<file path="src/rtl/blkxfer_pkg.sv">
package blkxfer_pkg;
  typedef enum logic [1:0] {
    ST_IDLE = 2'd0,
    ST_XFER = 2'd1,
    ST_WB   = 2'd2
  } seq_state_t;
endpackage

</file>
<file path="src/rtl/blkxfer_pick.sv">
module blkxfer_pick #(
  parameter int NREG = 8,
  localparam int IDX_W = $clog2(NREG)
) (
  input  logic [NREG-1:0]  req,
  output logic [NREG-1:0]  grant_oh,
  output logic [IDX_W-1:0] grant_idx
);
  logic [NREG-1:0] below;

  assign below[0] = 1'b0;
  for (genvar g = 0; g < NREG; g++) begin : g_chain
    if (g > 0) begin : g_or
      assign below[g] = below[g-1] | req[g-1];
    end
    assign grant_oh[g] = req[g] & ~below[g];
  end

  always_comb begin
    grant_idx = '0;
    for (int i = 0; i < NREG; i++) begin
      if (grant_oh[i]) grant_idx = grant_idx | IDX_W'(i);
    end
  end
endmodule

</file>
<file path="src/rtl/blkxfer_cost.sv">
module blkxfer_cost #(
  parameter int COST_W = 16,
  parameter int WAIT_W = 4,
  parameter int N_CYC  = 1,
  parameter int S_CYC  = 1,
  parameter int I_CYC  = 1
) (
  input  logic              clk,
  input  logic              rst_n,
  input  logic              init_en,
  input  logic              init_load,
  input  logic              step_en,
  input  logic              step_load,
  input  logic              step_last,
  input  logic [WAIT_W-1:0] step_wait,
  output logic [COST_W-1:0] cost_q
);
  localparam logic [COST_W-1:0] BASE_LD = COST_W'(N_CYC + I_CYC);
  localparam logic [COST_W-1:0] BASE_ST = COST_W'(2 * N_CYC);
  localparam logic [COST_W-1:0] SEQ     = COST_W'(S_CYC);

  logic [COST_W-1:0] cost_d;
  logic              cost_en;

  always_comb begin
    cost_en = init_en | step_en;
    cost_d  = cost_q;
    if (init_en) begin
      cost_d = init_load ? BASE_LD : BASE_ST;
    end else if (step_en) begin
      cost_d = cost_q + SEQ + COST_W'(step_wait);
      if (!step_load && step_last) cost_d = cost_d - SEQ;
    end
  end

  always_ff @(posedge clk or negedge rst_n) begin
    if (!rst_n) cost_q <= '0;
    else if (cost_en) cost_q <= cost_d;
  end

  // a completed access never lowers the running cost
  a_r8_cost_nondec: assert property (@(posedge clk) disable iff (!rst_n)
    step_en |=> cost_q >= $past(cost_q));
endmodule

</file>
<file path="src/rtl/blkxfer_seq.sv">
module blkxfer_seq #(
  parameter int ADDR_W = 32,
  parameter int DATA_W = 32,
  parameter int NREG   = 8,
  parameter int WAIT_W = 4,
  parameter int COST_W = 16,
  parameter int N_CYC  = 1,
  parameter int S_CYC  = 1,
  parameter int I_CYC  = 1,
  localparam int IDX_W = $clog2(NREG),
  localparam int OP_W  = NREG + IDX_W + 1
) (
  input  logic              clk,
  input  logic              rst_n,
  input  logic              start,
  input  logic [OP_W-1:0]   op_word,
  input  logic [ADDR_W-1:0] base_val,
  output logic              busy,
  output logic              done,
  output logic [COST_W-1:0] cost_out,
  output logic              mem_req,
  output logic              mem_we,
  output logic [ADDR_W-1:0] mem_addr,
  output logic [DATA_W-1:0] mem_wdata,
  input  logic              mem_ready,
  input  logic [DATA_W-1:0] mem_rdata,
  input  logic [WAIT_W-1:0] mem_wait,
  output logic [IDX_W-1:0]  rf_rd_idx,
  input  logic [DATA_W-1:0] rf_rd_data,
  output logic              rf_we,
  output logic [IDX_W-1:0]  rf_wr_idx,
  output logic [DATA_W-1:0] rf_wr_data
);
  import blkxfer_pkg::*;

  localparam int LOAD_BIT = NREG + IDX_W;
  localparam logic [ADDR_W-1:0] WORD_STEP = ADDR_W'(4);

  seq_state_t        state_q, state_d;
  logic [NREG-1:0]   list_q, list_d;
  logic              load_q, load_d;
  logic [IDX_W-1:0]  bidx_q, bidx_d;
  logic [ADDR_W-1:0] addr_q, addr_d;
  logic              reg_en;

  logic [NREG-1:0]   pick_oh;
  logic [IDX_W-1:0]  pick_idx;
  logic              accept, xfer_ack, last_xfer;
  logic [NREG-1:0]   list_rest;

  blkxfer_pick #(.NREG(NREG)) pick_i (
    .req       (list_q),
    .grant_oh  (pick_oh),
    .grant_idx (pick_idx)
  );

  assign accept    = (state_q == ST_IDLE) && start;
  assign xfer_ack  = (state_q == ST_XFER) && mem_ready;
  assign list_rest = list_q & ~pick_oh;
  assign last_xfer = (list_rest == '0);

  always_comb begin
    state_d = state_q;
    list_d  = list_q;
    load_d  = load_q;
    bidx_d  = bidx_q;
    addr_d  = addr_q;
    reg_en  = 1'b0;
    unique case (state_q)
      ST_IDLE: begin
        if (start) begin
          reg_en  = 1'b1;
          load_d  = op_word[LOAD_BIT];
          bidx_d  = op_word[NREG +: IDX_W];
          list_d  = op_word[NREG-1:0];
          addr_d  = base_val;
          state_d = (op_word[NREG-1:0] != '0) ? ST_XFER : ST_WB;
        end
      end
      ST_XFER: begin
        if (mem_ready) begin
          reg_en = 1'b1;
          list_d = list_rest;
          addr_d = addr_q + WORD_STEP;
          if (last_xfer) state_d = ST_WB;
        end
      end
      ST_WB: begin
        reg_en  = 1'b1;
        state_d = ST_IDLE;
      end
      default: begin
        reg_en  = 1'b1;
        state_d = ST_IDLE;
      end
    endcase
  end

  always_ff @(posedge clk or negedge rst_n) begin
    if (!rst_n) begin
      state_q <= ST_IDLE;
      list_q  <= '0;
      load_q  <= 1'b0;
      bidx_q  <= '0;
      addr_q  <= '0;
    end else if (reg_en) begin
      state_q <= state_d;
      list_q  <= list_d;
      load_q  <= load_d;
      bidx_q  <= bidx_d;
      addr_q  <= addr_d;
    end
  end

  blkxfer_cost #(
    .COST_W(COST_W), .WAIT_W(WAIT_W),
    .N_CYC(N_CYC), .S_CYC(S_CYC), .I_CYC(I_CYC)
  ) cost_i (
    .clk       (clk),
    .rst_n     (rst_n),
    .init_en   (accept),
    .init_load (op_word[LOAD_BIT]),
    .step_en   (xfer_ack),
    .step_load (load_q),
    .step_last (last_xfer),
    .step_wait (mem_wait),
    .cost_q    (cost_out)
  );

  assign busy       = (state_q != ST_IDLE);
  assign done       = (state_q == ST_WB);
  assign mem_req    = (state_q == ST_XFER);
  assign mem_we     = mem_req & ~load_q;
  assign mem_addr   = addr_q;
  assign rf_rd_idx  = pick_idx;
  assign mem_wdata  = rf_rd_data;
  assign rf_we      = (xfer_ack & load_q) | done;
  assign rf_wr_idx  = done ? bidx_q : pick_idx;
  assign rf_wr_data = done ? DATA_W'(addr_q) : mem_rdata;

  // a stalled request holds its address
  a_r3_req_hold: assert property (@(posedge clk) disable iff (!rst_n)
    (mem_req && !mem_ready) |=> (mem_req && $stable(mem_addr)));
  // the next request is one word further on
  a_r3_addr_step: assert property (@(posedge clk) disable iff (!rst_n)
    (mem_req && mem_ready) |=> (!mem_req || mem_addr == $past(mem_addr) + WORD_STEP));
  // at most one register is selected per access
  a_r2_one_reg: assert property (@(posedge clk) disable iff (!rst_n)
    mem_req |-> $onehot0(pick_oh) && (pick_oh != '0));
  // busy falls right after done, and done lasts one cycle
  a_r10_done_end: assert property (@(posedge clk) disable iff (!rst_n)
    done |=> (!busy && !done));
  // busy persists until done
  a_r10_busy_hold: assert property (@(posedge clk) disable iff (!rst_n)
    (busy && !done) |=> busy);
endmodule

</file>
<file path="config.mk">
export PLATFORM = sky130hd
export DESIGN_NAME = blkxfer_seq
export DESIGN_NICKNAME = d
export VERILOG_FILES = /design/src/rtl/blkxfer_pkg.sv /design/src/rtl/blkxfer_pick.sv /design/src/rtl/blkxfer_cost.sv /design/src/rtl/blkxfer_seq.sv
export SDC_FILE = /design/constraint.sdc
export NUM_CORES = 1
export LEC_CHECK = 0
export BUFFER_PORTS_ARGS = -buffer_cell sky130_fd_sc_hd__clkbuf_2
export CELL_PAD_IN_SITES_DETAIL_PLACEMENT = 0
export CELL_PAD_IN_SITES_GLOBAL_PLACEMENT = 1
export CORE_ASPECT_RATIO = 0.75
export CORE_MARGIN = 2
export CORE_UTILIZATION = 30
export DETAILED_ROUTE_END_ITERATION = 10
export PLACE_DENSITY_LB_ADDON = 0.1
export SLEW_MARGIN = 15
export SYNTH_ARGS = -nofsm -noshare
export SYNTH_HDL_FRONTEND = slang
export SYNTH_SLANG_ARGS = --single-unit
</file>
<file path="constraint.sdc">
create_clock -name clk -period 3.9 [get_ports clk]
set_clock_uncertainty 0.05 [all_clocks]
set_input_delay 0.195 -clock clk [delete_from_list [all_inputs] [get_ports clk]]
set_output_delay 0.195 -clock clk [all_outputs]
set_load 0.005 [all_outputs]
</file>
==> results of run 1 <==
-- routing by layer --
layer | GRT usage, % | vias to the layer above
met3 | 4.715 | 34
li1 | - | 2352
met5 | 0 | -
met4 | 5.397 | 0
met2 | 27.01 | 162
met1 | 26.43 | 2235
-- power groups by stage --
| stage | clock network, mW | logic [mW] | registers, mW |
|---|---|---|---|
| after global placement | 0 | 2.28 | 1.29 |
| final | 0.806 | 2.29 | 1.29 |
| after detailed placement | 0 | 2.30 | 1.30 |
| after global routing | 0.855 | 2.58 | 1.35 |
| after floorplan | 0 | 1.60 | 1.18 |
| after CTS | 0.830 | 2.32 | 1.29 |
-- critical path, stage by stage (launching register included) --
cell and delay (ps):
dfrtp_1 340, inv_1 60, ha_1 220, fa_1 400
nand2b_1 220, a211oi_1 340, or4b_2 620, nand3_1 190
o2111ai_1 260, or3b_1 440, and3b_1 180, nor3_1 150
-- registers in the layout, indices dropped and copies added (netlist names) --
| register | cells |
|---|---|
| load_q | 1 |
| state_q | 2 |
| mem_addr | 32 |
| cost_i.cost_q | 16 |
| bidx_q | 3 |
| list_q | 8 |
-- path summary, 6_finish.rpt --
path	to	depth (start not counted)
worst min register to register	bidx_q[0]	2
worst min-delay path	mem_addr[1]	3
worst max-delay path	cost_i.cost_q[15]	11
min in group asynchronous	cost_i.cost_q[9]	2
worst max register to register	cost_i.cost_q[15]	11
max in group asynchronous	mem_addr[3]	3
-- through the flow --
step                area (sq um)  setup WS (ps)  total power, mW
finish                      5862          368.9            4.386
global route                5859          118.8            4.786
CTS                         5859          358.9            4.438
detailed placement          5509          388.9            3.600
global placement            5509          411.4            3.570
floorplan                   4690          649.3            2.781
-- layout make-up --
cell class                      instances  area [sq um]
Antenna cell                            1         2.502
Clock buffer                            9         225.2
Clock inverter                          7         65.06
Fill cell                            1628          9412
Inverter                               17         63.81
Multi-Input combinational cell        439          2706
Sequential cell                        62          1551
Tap cell                              205         256.5
Timing Repair Buffer                  188         991.0
-- timing repair --
action,in CTS,in global routing
setup endpoints to repair,0,0
endpoints found under the hold margin,34,0
hold buffers,6,0
-- cells in the final DEF (no fill, tap or decap), types with 6 or more instances in the layout --
cell type,count
a22o_1,7
dfrtp_1,62
nand3_1,19
dlygate4sd3_1,6
inv_1,16
o21ai_0,51
clkbuf_16,9
ha_1,6
clkbuf_2,173
nand2_1,70
o22ai_1,13
or3_1,12
nor2_1,43
a21oi_1,64
xor2_1,7
mux2_2,34
and3_1,15
nor3_1,13
buf_4,8
-- cells by family after synthesis --
logic type	Yosys count	synth area share, %
buffers and inverters	80	9.311
and+or+nand+nor	208	21.99
AOI/OAI and AO/OA	173	22.07
DFF	62	33.08
xor gates and xnor gates	10	1.868
adders and majority gates	9	2.455
muxes	39	9.232
==> metrics.csv, run 1 <==
stage,metric,value,unit
power,intPower,2.360,mW
power,switchingPower,2.026,mW
die,fp-row-count,39,
drt,met3_length,934,um
critical_path,cp_max_fo,4,
power,pwr_density_cell,748.2,nW/um^2
yosys,yosysSeqAreaShare,33.08,%
drt,viasPerCell,5.154,
critical_path,timing.rr.start,cost_i.cost_q[0],
placement,dpl.cell_count,905,
sta,rsz0062_at_grt,false,
yosys,ys.flop_type,dfrtp_1,
placement,gp_congestion,0.8712,
sta,final_hold_viol_count,0,
power,ir_drop,0.2790,mV
power,seq_power_share,29.4,%
layout,syn_to_final_growth,25.00,%
critical_path,crit_type,reg -> reg,
yosys,yosysWarnings,0,
clock_tree,cts_buffers,9,
yosys,yosysMostFrequentCell,nand2_1,
placement,dp_hpwl,11210,um
sta,relSlewSlack,35.94,%
clock_tree,cts_tree,done,
yosys,ys_async_sr_fraction,100.0,%
hold_path,hp-class,in -> reg,
drt,wl,15340,um
drt,ant_nets,0,
yosys,netlist_top_cells_area,"dfrtp_1, mux2_2, a21oi_1",
power,sw_frac_of_total,46.19,%
sta,slew_violations,0,
critical_path,r2r_slack,370,ps
sta,fin_crit_sh,90.54,%
sta,layout_min_cycle_time,3531,ps
power,leakage,2.742,nW
clock_tree,post_cts_buffers,0,
drt,num_vias,4783,
layout,nNetsFinal,840,
yosys,synth_top_area_share,33.08,%
global_routing,grt_pass1_vias,4378,
sta,setup_viol,0,
drt,drc,0,
global_routing,grt_start_max_net_pins,63,
clock_tree,clk_latency,340,ps
yosys,syn_inst,581,
layout,fin_cells,928,
drt,route.met2.wl,6617,um
critical_path,cp.arrival,3740,ps
yosys,syn-num-nets,704,
die,initial_utilization,30.70,%
sta,fin_setup_tns,0,ps
clock_tree,h-tree-depth,3,
drt,dr.pass1.iters,4,
die,die_x,148.4,um
critical_path,crit_start,cost_i.cost_q[0],
die,core-area,15270,sq um
global_routing,grt-ovfl-total,0,
placement,io_buffers,174,
critical_path,required,4110,ps
yosys,yosys.cell_types.count,62,
global_routing,grt_pass1_wl,23890,um
clock_tree,cts.sinks,62,
layout,final_core_util,38.38,%
sta,worst_slew_pin_slew,960.8,ps
die,fp.dieH,112.3,um
drt,top_layer,met4,
power,combPwrFrac,52.2,%
critical_path,start_kind,flip-flop,
power,p_clk_share,18.4,%
critical_path,crit_path_end_kind,flip-flop,
clock_tree,cts-root-buf,clkbuf_16,
sta,whs,7.728,ps
global_routing,antenna_found_initial,1,
drt,drt_iter0_markers,227,
sta,max_freq,283.2,MHz
clock_tree,cts_max_path_buffers,2,
yosys,postSynthAreaPerCell,8.071,sq um
clock_tree,ctsResizeCount,0,
yosys,netlist_area,4689,sq um
yosys,ys_seq_elements,62,
run,cap_violations,0,
clock_tree,clkTransAtPathRegs,60,ps
yosys,synth-edff-count,0,
die,io_pins,239,
drt,wl_per_cell,16.53,um
yosys,yosysTopAreaCell,dfrtp_1,
hold_path,hp-start,base_val[1],
drt,drt-met1-wl,7566,um
yosys,ys_top_cells_by_count,"nand2_1, a21oi_1, dfrtp_1",
layout,drive_gt1_share,33.80,%
outcome,outcome,completed,
die,dieArea,16660,sq um
global_routing,grt_usage,18.33,%
(Power assumes the default switching activity.)
==> inputs of run 2 (changes only) <==
--- a/config.mk
+++ b/config.mk
@@ -11,5 +11,5 @@
 export CORE_ASPECT_RATIO = 0.75
 export CORE_MARGIN = 2
-export CORE_UTILIZATION = 30
+export CORE_UTILIZATION = 29
 export DETAILED_ROUTE_END_ITERATION = 10
 export PLACE_DENSITY_LB_ADDON = 0.1
==> constraint.sdc (replaced) <==
create_clock -name clk -period 2.9 [get_ports clk]
set_clock_uncertainty 0.05 [all_clocks]
set_input_delay 0.29 -clock clk [delete_from_list [all_inputs] [get_ports clk]]
set_output_delay 0.29 -clock clk [all_outputs]
set_load 0.005 [all_outputs]
==> run 2 against run 1 <==
  * Routed wire length rose by 7.9%
  * Via count rose by 6.0%
  * Hold slack improved by 87 ps
  * Fmax rose by 18%
  * Highest routed layer unchanged
  * The run now ends with negative setup slack left
  * Largest power group unchanged
  * Sequential power rose by 31%
  * Design area rose by 9.2%
==> metrics.csv, run 2 (synthesized netlist as in run 1, its figures left out) <==
stage,metric,value,unit,change
critical_path,worst_r2r_endpoint,cost_i.cost_q[12],,was cost_i.cost_q[15]
layout,final_core_util,40.24,%,was 38.38%
sta,whs,94.35,ps,was 7.728 ps
clock_tree,h-tree-depth,3,,unchanged
critical_path,crit_path_end_kind,flip-flop,,unchanged
drt,dr.pass1.iters,4,,unchanged
layout,multi_input_area,2872,sq um,was 2706 sq um
global_routing,grt_usage,18.94,%,was 18.33%
critical_path,max_stage_delay,530,ps,was 620 ps
critical_path,start_kind,flip-flop,,unchanged
critical_path,crit_type,reg -> reg,,unchanged
sta,slew_violations,0,,unchanged
critical_path,critPathSlowestCell,or4_4,,was or4b_2
sta,worst_slew_pin_slew,527.6,ps,was 960.8 ps
die,core-area,15920,sq um,was 15270 sq um
critical_path,crit_end,cost_i.cost_q[12],,was cost_i.cost_q[15]
die,fp.dieH,114.1,um,was 112.3 um
placement,dp_worst_setup_slack,-325.5,ps,was 388.9 ps
sta,fin_setup_tns,-259.9,ps,was 0 ps
clock_tree,cts_max_path_buffers,2,,unchanged
drt,wl,16550,um,was 15340 um
sta,final_hold_viol_count,0,,unchanged
clock_tree,cts.sinks,62,,unchanged
layout,antenna_cells,0,,was 1
sta,max_freq,335.3,MHz,was 283.2 MHz
layout,final_cell_mix,"clkbuf_2, nand2_1, a21oi_1, dfrtp_1, buf_4",,"was clkbuf_2, nand2_1, a21oi_1"
global_routing,grt_pass1_vias,4759,,was 4378
global_routing,antenna_found_initial,0,,was 1
sta,setup_viol,4,,was 0
run,cap_violations,0,,unchanged
critical_path,cp_num_cells,12,,was 11
placement,dp_hpwl,12080,um,was 11210 um
placement,gp_congestion,0.9122,,was 0.8712
critical_path,timing.rr.start,cost_i.cost_q[0],,unchanged
layout,register_area,1551,sq um,unchanged
clock_tree,clkTransAtPathRegs,60,ps,about the same
global_routing,grt_pass1_wl,25410,um,was 23890 um
outcome,violations,negative setup slack,,
critical_path,crit_start,cost_i.cost_q[0],,unchanged
placement,dpl-instance-area,5884,sq um,was 5509 sq um
drt,drt_iter0_markers,317,,was 227
die,dieArea,17210,sq um,was 16660 sq um
sta,setup_slack,-82.84,ps,was 368.9 ps
clock_tree,cts-root-buf,clkbuf_16,,unchanged
sta,relSlewSlack,64.74,%,was 35.94%
layout,drive_gt1_share,40.76,%,was 33.80%
critical_path,cp.arrival,3200,ps,was 3740 ps
layout,nNetsFinal,881,,was 840
sta,layout_min_cycle_time,2983,ps,was 3531 ps
layout,syn_to_final_growth,36.55,%,was 25.00%
global_routing,grt-ovfl-total,0,,unchanged
clock_tree,cts_tree,done,,unchanged
power,leakage,3.014,nW,was 2.742 nW
sta,fin_crit_sh,102.9,%,was 90.54%
die,fp-row-count,40,,was 39
global_routing,grt_start_max_net_pins,63,,unchanged
drt,viasPerCell,5.211,,was 5.154
power,pwr_density_cell,1039,nW/um^2,was 748.2 nW/um^2
drt,num_vias,5070,,was 4783
layout,largest_reg_flops,32,,unchanged
power,ir_drop,0.4144,mV,was 0.2790 mV
critical_path,path_cells,inv_2 > ha_4 > fa_2 > nand2b_4 > buf_4 > a211oi_4 > nand2_1 > o21ai_2 > nor2_1 > or4_4 > a211o_1 > o21ai_1,,was inv_1 > ha_1 > fa_1 > nand2b_1 > a211oi_1 > or4b_2 > nand3_1 > o2111ai_1 > or3b_1 > and3b_1 > nor3_1
clock_tree,cts_buffers,9,,unchanged
critical_path,cp.buffers_inverters,2,,was 1
die,die_x,150.8,um,was 148.4 um
drt,wl_per_cell,17.01,um,was 16.53 um
critical_path,ff2ff_path_depth,12,,was 11
layout,fin_cells,973,,was 928
power,total_power,6.652,mW,was 4.386 mW
outcome,outcome,"complete, but fails checks",,was completed
critical_path,r2r_slack,-80,ps,was 370 ps
sta,rsz0062_at_grt,true,,was false
drt,drc,0,,unchanged
die,initial_utilization,29.47,%,was 30.70%
critical_path,cp_top_family,simple AND/OR/NAND/NOR gates,,unchanged
placement,dpl.cell_count,949,,was 905
critical_path,cp_max_fo,4,,unchanged
clock_tree,clk_latency,340,ps,about the same
layout,stdcell_area,6404,sq um,was 5862 sq um
die,io_pins,239,,unchanged
hold_path,hp-class,in -> reg,,unchanged
layout,fill_cells,1700,,was 1628
drt,ant_nets,0,,unchanged
critical_path,required,3110,ps,was 4110 ps
placement,io_buffers,174,,unchanged
layout,mostFrequentLayoutCell,clkbuf_2,,unchanged
## run 2: final cells by class
type                    instances  share of cell area, %
clock buffers                  13                  4.220
clock inverters                 3                  1.016
inverters                      17                 0.9965
multi-input cells             439                  44.84
flip-flops and latches         62                  24.23
well taps                     210                  4.103
repair buffers                229                  20.59
## run 2: timing repair
action                                  CTS  global route
endpoints found under the hold margin    62             0
hold buffers                              1             0
endpoints found under the setup margin    9            11
buffers inserted                          1             6
gates cloned                              0             0
gates resized for setup                  11            18
pin swaps                                 7            18
## run 2: power breakdown
group	internal, mW	switching (mW)	leakage, nW	total [mW]
Clock	0.822	0.403	0.166	1.22
Combinational	1.66	2.08	2.09	3.74
Sequential	1.23	0.457	0.754	1.69
## run 2: how the worst min path moves through the flow
stage | cells after the start | from | slack, ps | to
floorplan | 0 | rst_n | -60 | bidx_q[0]
global placement | 2 | rst_n | 290 | mem_addr[1]
detailed placement | 2 | rst_n | 290 | mem_addr[0]
CTS | 3 | base_val[0] | 80 | mem_addr[0]
global route | 3 | op_word[9] | 80 | bidx_q[1]
finish | 3 | base_val[0] | 90 | mem_addr[0]
## run 2: routing by layer
metal	GRT usage [%]	up-vias	part of all wire, %
met1	27.84	2437	50
li1	-	2426	-
met5	0	-	0
met3	4.542	35	6.4
met2	27.91	172	42
met4	4.673	0	1.5
## run 2: worst register-to-register path: cells and delay by family (launching register included)
family | cells | cell delay [ps]
AOI/OAI and AO/OA | 4 | 890
DFF | 1 | 350
and+or+nand+nor | 4 | 910
adders and majority gates | 2 | 500
buffers and inverters | 2 | 210
==> inputs of run 3 (changes only) <==
Settings changed: ABC_AREA set to 1.
==> run 3 against run 2 <==
  * The run now ends clean
  * Hold slack gained 32 ps
  * Flip-flop and latch count is the same
  * Utilization decreased by 3.5 points
  * Critical path depth grew 2
  * Via count increased by 11%
  * Combinational power down 11%
  * Sequential share of layout area is 0.46 points lower
  * Routed wire length grew 15%
  * Design area rose by 1.9%
==> metrics.csv, run 3 <==
stage,metric,value,unit,change
drt,drt_iter0_markers,429,,was 317
drt,wl,19080,um,was 16550 um
clock_tree,cts_buffers,9,,unchanged
run,cap_violations,0,,unchanged
layout,largest_reg_flops,32,,unchanged
layout,drive_gt1_share,26.51,%,was 40.76%
sta,slew_violations,0,,unchanged
power,pwr_density_cell,944.5,nW/um^2,was 1039 nW/um^2
sta,fin_crit_sh,87.72,%,was 102.9%
sta,setup_viol,0,,was 4
yosys,synth_fa_ha_area_share,1.796,%,was 2.455%
die,io_pins,239,,unchanged
critical_path,cp.buffers_inverters,2,,unchanged
yosys,yosysTopAreaCell,dfrtp_1,,unchanged
sta,whs,126.3,ps,was 94.35 ps
sta,rsz0062_at_grt,false,,was true
sta,relSlewSlack,54.44,%,was 64.74%
drt,num_vias,5644,,was 5070
placement,dpl.cell_count,1183,,was 949
layout,mostFrequentLayoutCell,nand2_1,,was clkbuf_2
yosys,synth-edff-count,0,,unchanged
clock_tree,h-tree-depth,3,,unchanged
clock_tree,cts_tree,done,,unchanged
yosys,yosysWarnings,0,,unchanged
yosys,synth_top_family_by_area,simple AND/OR/NAND/NOR gates,,was compound AO/OA/AOI/OAI gates
layout,fin_cells,1200,,was 973
critical_path,critPathSlowestCell,fa_1,,was or4_4
die,dieArea,19370,sq um,was 17210 sq um
power,ir_drop,0.3617,mV,was 0.4144 mV
critical_path,cpMostUsedCell,nand2_1,,
sta,final_hold_viol_count,0,,unchanged
critical_path,max_stage_delay,530,ps,about the same
yosys,syn_inst,814,,was 581
die,fp.dieH,121.0,um,was 114.1 um
yosys,ys_top_cells_by_count,"nand2_1, inv_1, o21ai_0",,"was nand2_1, a21oi_1, dfrtp_1"
yosys,netlist_area,5295,sq um,was 4689 sq um
sta,setup_slack,356.1,ps,was -82.84 ps
yosys,ys.flop_type,dfrtp_1,,unchanged
global_routing,grt_pass1_wl,29680,um,was 25410 um
outcome,outcome,completed,,"was complete, but fails checks"
drt,drc,0,,unchanged
layout,syn_to_final_growth,23.28,%,was 36.55%
clock_tree,cts.sinks,62,,unchanged
critical_path,required,3080,ps,was 3110 ps
sta,fin_setup_tns,0,ps,was -259.9 ps
yosys,synth_compound_gate_area_share,13.75,%,was 22.07%
critical_path,cp_top_family,adder cells,,was simple AND/OR/NAND/NOR gates
global_routing,grt-ovfl-total,0,,unchanged
yosys,ys_async_sr_fraction,100.0,%,unchanged
drt,ant_nets,0,,unchanged
clock_tree,ctsResizeCount,0,,was 11
clock_tree,cts-root-buf,clkbuf_16,,unchanged
critical_path,cp.arrival,2730,ps,was 3200 ps
yosys,yosysSeqAreaShare,29.30,%,was 33.08%
clock_tree,clkTransAtPathRegs,60,ps,about the same
placement,io_buffers,174,,unchanged
sta,max_freq,393.1,MHz,was 335.3 MHz
sta,layout_min_cycle_time,2544,ps,was 2983 ps
yosys,synth_mux_area_share,1.063,%,was 9.232%
yosys,syn-num-nets,937,,was 704
yosys,netlist_top_cells_area,"dfrtp_1, nand2_1, o21ai_0",,"was dfrtp_1, mux2_2, a21oi_1"
clock_tree,cts_max_path_buffers,2,,unchanged
die,die_x,160.0,um,was 150.8 um
global_routing,grt_pass1_vias,5251,,was 4759
layout,antenna_cells,0,,unchanged
yosys,synth-xor-area-share,2.812,%,was 1.868%
global_routing,antenna_found_initial,0,,unchanged
critical_path,r2r_slack,360,ps,was -80 ps
clock_tree,clk_latency,340,ps,about the same
layout,nNetsFinal,1076,,was 881
yosys,synth_simple_gate_area_share,37.45,%,was 21.99%
die,initial_utilization,29.81,%,was 29.47%
power,leakage,3.355,nW,was 3.014 nW
drt,viasPerCell,4.703,,was 5.211
placement,gp_congestion,0.8000,,was 0.9122
global_routing,grt_usage,19.65,%,was 18.94%
layout,final_cell_mix,"nand2_1, clkbuf_2, inv_1",,"was clkbuf_2, nand2_1, a21oi_1, dfrtp_1, buf_4"
yosys,yosysMostFrequentCell,nand2_1,,unchanged
yosys,postSynthAreaPerCell,6.505,sq um,was 8.071 sq um
drt,dr.pass1.iters,5,,was 4
yosys,ys_seq_elements,62,,unchanged
critical_path,crit_path_end_kind,flip-flop,,unchanged
yosys,yosys.cell_types.count,45,,was 62
critical_path,cp_max_fo,3,,was 4
placement,dp_worst_setup_slack,365.1,ps,was -325.5 ps
hold_path,hp-class,in -> reg,,unchanged
die,core-area,17760,sq um,was 15920 sq um
yosys,synth_top_area_share,29.30,%,was 33.08%
sta,worst_slew_pin_slew,677.1,ps,was 527.6 ps
placement,dp_hpwl,14970,um,was 12080 um
global_routing,grt_start_max_net_pins,62,,was 63
drt,wl_per_cell,15.90,um,was 17.01 um
die,fp-row-count,42,,was 40
critical_path,crit_type,reg -> reg,,unchanged
critical_path,path_cells,inv_1 > ha_1 > fa_1 > ha_1 > inv_1 > nor2_1 > nand2_1 > nor2_1 > nand2_2 > nor2_1 > nand2_1 > xor2_1 > nand2_1 > nand2_1,,was inv_2 > ha_4 > fa_2 > nand2b_4 > buf_4 > a211oi_4 > nand2_1 > o21ai_2 > nor2_1 > or4_4 > a211o_1 > o21ai_1
critical_path,start_kind,flip-flop,,unchanged
## run 3: cell count changes after synthesis, sizes merged, moves of 29 or more
cell	previous run	this run
inv	17	100
nor2	44	73
nand2	70	246
mux2	34	5
a21oi	64	10
nand3	20	76
## run 3: layout make-up
| class | instances | area (sq um) |
|---|---|---|
| Fill cell | 2022 | 11230 |
| Multi-Input combinational cell | 594 | 3014 |
| Sequential cell | 62 | 1551 |
| Timing Repair Buffer | 185 | 968.4 |
| Inverter | 101 | 380.4 |
| Tap cell | 242 | 302.8 |
| Clock buffer | 11 | 252.7 |
| Clock inverter | 5 | 57.56 |
## run 3: power breakdown
part / internal [mW] / switching [mW]
registers: 1.23 / 0.461
logic: 1.19 / 2.13
clock network: 0.711 / 0.439
total: 3.13 / 3.03
## run 3: final timing paths
kind | depth (start not counted) | end | startpoint
max | 14 | cost_i.cost_q[8] | cost_i.cost_q[0]
min | 2 | bidx_q[0] | op_word[8]
max reg2reg | 14 | cost_i.cost_q[8] | cost_i.cost_q[0]
min reg2reg | 1 | bidx_q[2] | bidx_q[2]
max in group asynchronous | 3 | mem_addr[5] | rst_n
min in group asynchronous | 2 | cost_i.cost_q[11] | rst_n
## run 3: through the flow
step	area (sq um)	power [mW]	utilization [%]
floorplan	5295	3.733	-
global placement	6207	5.064	34.95
detailed placement	6207	5.048	34.95
CTS	6528	6.233	36.75
global route	6528	6.766	36.75
finish	6528	6.165	36.75
## run 3: worst reg2reg max path, delay by kind of cell, from the launching register on
family	cells	cell delay, ps
DFF	1	360
xor gates and xnor gates	1	140
buffers and inverters	2	100
and+or+nand+nor	8	860
adders and majority gates	3	920
## run 3: cells by family after synthesis
family	Yosys count
AND/OR/NAND/NOR	437
multiplexers	5
adder cells (fa/ha/maj)	7
buffers and inverters	158
flip-flops	62
AO/OA/AOI/OAI	128
XOR/XNOR	17
## run 3: metal layers
layer / wire length [um] / vias to the layer above / part of all wire, % / track usage, %
li1: - / 2909 / - / -
met1: 10290 / 2537 / 54 / 30.83
met2: 7491 / 176 / 39 / 26.84
met3: 1084 / 22 / 5.7 / 4.272
met4: 215 / 0 / 1.1 / 4.448
met5: 0 / - / 0 / 0
## run 3: what timing repair did
item                                   in CTS  in global routing
endpoints found under the hold margin      22                  0
setup buffers                               0                  0
hold buffers                                1                  0
